**src/rtl/irq_prio_resolver.sv**
```systemverilog
module irq_prio_resolver #(
  parameter int N_LINES      = 8,
  parameter int CASCADE_LINE = 2
) (
  input  logic                       clk,
  input  logic                       rst_n,
  input  logic [N_LINES-1:0]         req_pend,
  input  logic [N_LINES-1:0]         req_mask,
  input  logic [N_LINES-1:0]         in_svc,
  input  logic [$clog2(N_LINES)-1:0] rot_base,
  input  logic                       spec_mask_en,
  input  logic                       nest_en,
  input  logic                       is_master,
  output logic                       int_req,
  output logic [$clog2(N_LINES)-1:0] irq_idx
);
  localparam int IDX_W  = $clog2(N_LINES);
  localparam int RANK_W = IDX_W + 1;

  function automatic logic [N_LINES-1:0] rot_right(input logic [N_LINES-1:0] v,
                                                   input logic [IDX_W-1:0] b);
    logic [N_LINES-1:0] r;
    for (int k = 0; k < N_LINES; k++) r[k] = v[(k + int'(b)) % N_LINES];
    return r;
  endfunction

  function automatic logic [RANK_W-1:0] first_rank(input logic [N_LINES-1:0] v);
    logic [RANK_W-1:0] r;
    r = RANK_W'(N_LINES);
    for (int k = N_LINES - 1; k >= 0; k--) if (v[k]) r = RANK_W'(k);
    return r;
  endfunction

  logic [N_LINES-1:0] cand, casc_drop, svc_filt;
  logic [RANK_W-1:0]  cand_rank, svc_rank;
  logic               raise;
  logic [IDX_W-1:0]   win_idx;

  assign cand      = req_pend & ~req_mask;
  assign casc_drop = (nest_en && is_master) ? (N_LINES'(1) << CASCADE_LINE) : '0;
  assign svc_filt  = in_svc & ~(spec_mask_en ? req_mask : '0) & ~casc_drop;
  assign cand_rank = first_rank(rot_right(cand, rot_base));
  assign svc_rank  = first_rank(rot_right(svc_filt, rot_base));
  assign raise     = cand_rank < svc_rank;
  assign win_idx   = cand_rank[IDX_W-1:0] + rot_base;

  always_ff @(posedge clk or negedge rst_n) begin
    if (!rst_n) begin
      int_req <= 1'b0;
      irq_idx <= '0;
    end else begin
      int_req <= raise;
      irq_idx <= raise ? win_idx : '0;
    end
  end

  AST_IDLE_IDX_ZERO: assert property (@(posedge clk) disable iff (!rst_n)
    !int_req |-> irq_idx == '0);

  AST_NO_CAND_QUIET: assert property (@(posedge clk) disable iff (!rst_n)
    (req_pend & ~req_mask) == '0 |=> !int_req);

  AST_WINNER_UNMASKED: assert property (@(posedge clk) disable iff (!rst_n)
    int_req |-> ((($past(req_pend & ~req_mask)) >> irq_idx) & N_LINES'(1)) != '0);

  AST_BASE_LINE_WINS: assert property (@(posedge clk) disable iff (!rst_n)
    (((req_pend & ~req_mask) >> rot_base) & N_LINES'(1)) != '0 && in_svc == '0
    |=> int_req && irq_idx == $past(rot_base));

  AST_BASE_SVC_BLOCKS: assert property (@(posedge clk) disable iff (!rst_n)
    ((in_svc >> rot_base) & N_LINES'(1)) != '0 && !spec_mask_en
    && !(nest_en && is_master && int'(rot_base) == CASCADE_LINE)
    |=> !int_req);
endmodule

```
**config.mk**
```make
export PLATFORM = sky130hd
export DESIGN_NAME = irq_prio_resolver
export DESIGN_NICKNAME = d
export VERILOG_FILES = /design/src/rtl/irq_prio_resolver.sv
export SDC_FILE = /design/constraint.sdc
export NUM_CORES = 1
export LEC_CHECK = 0
export BUFFER_PORTS_ARGS = -buffer_cell sky130_fd_sc_hd__buf_2
export CORE_MARGIN = 5
export CORE_UTILIZATION = 50
export CTS_CLUSTER_SIZE = 40
export DETAILED_ROUTE_END_ITERATION = 12
export GPL_TIMING_DRIVEN = 0
export PLACE_DENSITY = 0.78
export SETUP_SLACK_MARGIN = 0.2
export SYNTH_ARGS = -nofsm -noshare
export SYNTH_HDL_FRONTEND = slang
export SYNTH_SLANG_ARGS = --single-unit
```
**constraint.sdc**
```tcl
create_clock -name clk -period 1.1 [get_ports clk]
set_clock_uncertainty 0.1 [all_clocks]
set_input_delay 0.055 -clock clk [delete_from_list [all_inputs] [get_ports clk]]
set_output_delay 0.055 -clock clk [all_outputs]
set_load 0.03 [all_outputs]
```
==> results by group <==
Outcome
  – Status: complete, but fails checks
  – Failing checks: setup timing

Place
  – PortBufs: 34
  – Post-place instance area: 1620 sq um
  – Hpwl dp: 3.02 mm
  – RePlAce Congestion: 0.883
  – Placement Setup Slack: -2.38 ns

Yosys
  – Synth top cells by count: 12 x nor2b_1, 11 x nand2_1, 10 x a21oi_1
  – Post-Syn Area: 1370 sq um
  – EDFF count, synth: 0
  – Top cell type's share of synthesized area: 9.85%
  – Synthesized instance count: 149
  – Syn avg cell area: 9.21 sq um
  – Yosys cell types: 52
  – Main flop type after synthesis: dfrtp_1
  – Synthesis warning total: 0
  – Syn_nets: 188
  – Yosys top cell by area: mux4_2
  – Area contributors post-synth: mux4_2 9.8%, mux4_1 9.6%, dfrtp_1 7.3%
  – Register area share after synthesis: 7.29%
  – Async S/R FF share, synth: 100%
  – Cell with the most instances after synthesis: nor2b_1
  – #FFs+latches synth: 4

Pwr
  – Comb pwr share: 79.7%
  – NetSw: 0.000975 W
  – Int Pwr: 0.00115 W
  – Clock share of power: 9.0%
  – Flop pwr share: 11.4%
  – Peak VDD IR: 0.00115 V
  – Power density of the placed cells: 1090 nW/um^2
  – Switch share: 45.9%
  – Pleak: 0.828 nW

Worst hold path
  – HP Class: input port to async pin

Floorplan
  – Initial Util: 51.1%
  – Die height: 62.4 microns
  – CORE AREA: 2690 sq um
  – Die X-Extent: 62.4 microns
  – Die area: 3890 sq um
  – Ports: 36
  – Site row count: 19

Timing
  – Slew margin rel.: 62.0%
  – RSZ-0062 raised after global routing: yes
  – Fin crit period: 3.10 ns
  – Final setup TNS: -7.66 ns
  – Slew @ Worst Pin: 0.569 ns
  – Final setup margin: -2.00 ns
  – Fin. Hold Viols: 0
  – Final number of max-transition violations: 0
  – Max Clk Rate: 0.323 GHz
  – Final Setup Violations: 4
  – Final Cycle Share: 282%

GRT
  – Total gr overflow: 0
  – GRT Total Usage: 20.8%
  – Largest net degree at the start of global routing: 11
  – Initial antenna violation count: 0
  – Vias in the first global route: 1524
  – Global-route wire length before repair: 6.79 mm

Clock network
  – H-tree Lvls: 1
  – Clk buf depth: 2
  – CTS tree: done
  – CTS Buf Count: 3
  – Root Buffer: clkbuf_4
  – Clock transition at path regs: 0.04 ns
  – Sink Count: 4

Critical path
  – Worst EP arrival: 3.14 ns
  – CP required: 1.14 ns
  – CP max FO: 7
  – CP Class: input port to flip-flop
  – CP Capture Type: flip-flop
  – Startpoint Class: input port

Route
  – Drt drc: 0
  – DR vias/cell: 6.51
  – Routed wire length per instance: 18.8 microns
  – Iter 0 DRT Violations: 105
  – Drt pass-1 iters: 5
  – Vias: 1531
  – Remaining antenna violation count: 0
  – Routed WL: 4.41 mm

Layout
  – Syn-to-layout area delta: 41.5%
  – Final net count: 245
  – Design Area, Final: 1940 sq um
  – # diodes: 0
  – Layout cells sized above 1: 48.0%

Run
  – MaxCap Viol Count: 0
cells by family (layout without fill, tap and decap cells):
logic type                 Yosys count  in the layout  share of synthesized area [%]
adders and majority gates            7              7                           6.93
DFF                                  4              4                           7.29
AOI/OAI and AO/OA                   43             43                           23.3
muxes                               24             24                           30.7
and+or+nand+nor                     53             53                           21.9
buffers and inverters               12             67                           4.65
xor gates and xnor gates             6              6                           5.20
metal layers:
| layer | wire (microns) | GRT usage, % |
|---|---|---|
| met1 | 1680 | 23.4 |
| met2 | 2420 | 39.4 |
| met3 | 248 | 2.34 |
| met4 | 68 | 7.96 |
| met5 | 0 | 0 |
per-stage QoR:
stage	total power (W)	hold WS, ns	cells	util, %
2_1_floorplan	0.00121	-0.341	149	-
3_5_place_dp	0.00149	-0.239	214	60.4
3_3_place_gp	0.00146	-0.242	214	60.4
4_1_cts	0.00192	0.0511	230	68.4
5_1_grt	0.00227	0.0614	235	72.3
6_report	0.00212	0.0448	235	72.3
cells in the final DEF, fill, tap and decap left out, types with 3 or more instances in the layout:
cell and count:
a21boi_0 6, buf_4 17, mux4_2 7, nor2b_1 11, buf_2 29, mux2i_1 5
mux2_2 4, clkbuf_4 3, nor2_1 4, mux4_1 4, o211ai_1 4, and2_1 3
nand3_1 6, ha_4 3, nand2_1 10, mux2_4 4, a21oi_1 8, buf_6 4
nand2b_1 4, a22oi_1 3, dfrtp_1 4, inv_1 4
power by group through the flow:
stage               Clock, W  Sequential [W]  Combinational [W]
floorplan                  0        0.000357           0.000848
global placement           0        0.000226            0.00123
detailed placement         0        0.000223            0.00127
CTS                 0.000187        0.000238            0.00149
global route        0.000201        0.000253            0.00181
finish              0.000190        0.000241            0.00169
final timing paths:
kind | startpoint | to
worst max-delay path | rot_base[0] | irq_idx[2]
worst min-delay path | rst_n | irq_idx[1]
max in group asynchronous | rst_n | int_req
min in group clk | rot_base[0] | irq_idx[0]
flip-flops by register name, indices dropped and copies added (netlist names):
| register | cells |
|---|---|
| int_req | 1 |
| irq_idx | 3 |
repair_timing:
item | 4_1_cts | 5_1_grt
hold endpoints to repair | 4 | 0
pin swaps | 11 | 17
endpoints found under the setup margin | 8 | 8
gates resized for setup | 22 | 13
setup buffers | 12 | 5
hold buffers | 1 | 0
cloned | 0 | 0
layout make-up:
type,instances,area [sq um]
clock buffers,3,22.5
fillers,183,744
multi-input cells,133,1330
plain buffers,6,55.1
repair buffers,52,355
inverters,6,40.0
flip-flops and latches,4,100
well taps,31,38.8
worst max-delay path, cell delays in order:
cell and delay [ns]:
buf_8 0.08, buf_12 0.12, inv_12 0.04, ha_4 0.17
xnor2_4 0.19, buf_4 0.14, mux4_2 0.51, nand2b_1 0.21
or4b_4 0.55, inv_1 0.07, ha_1 0.24, o211ai_1 0.13
nor3_1 0.07, nand3_1 0.16, nand2_2 0.11, a211oi_2 0.26
(Power assumes the default switching activity.)
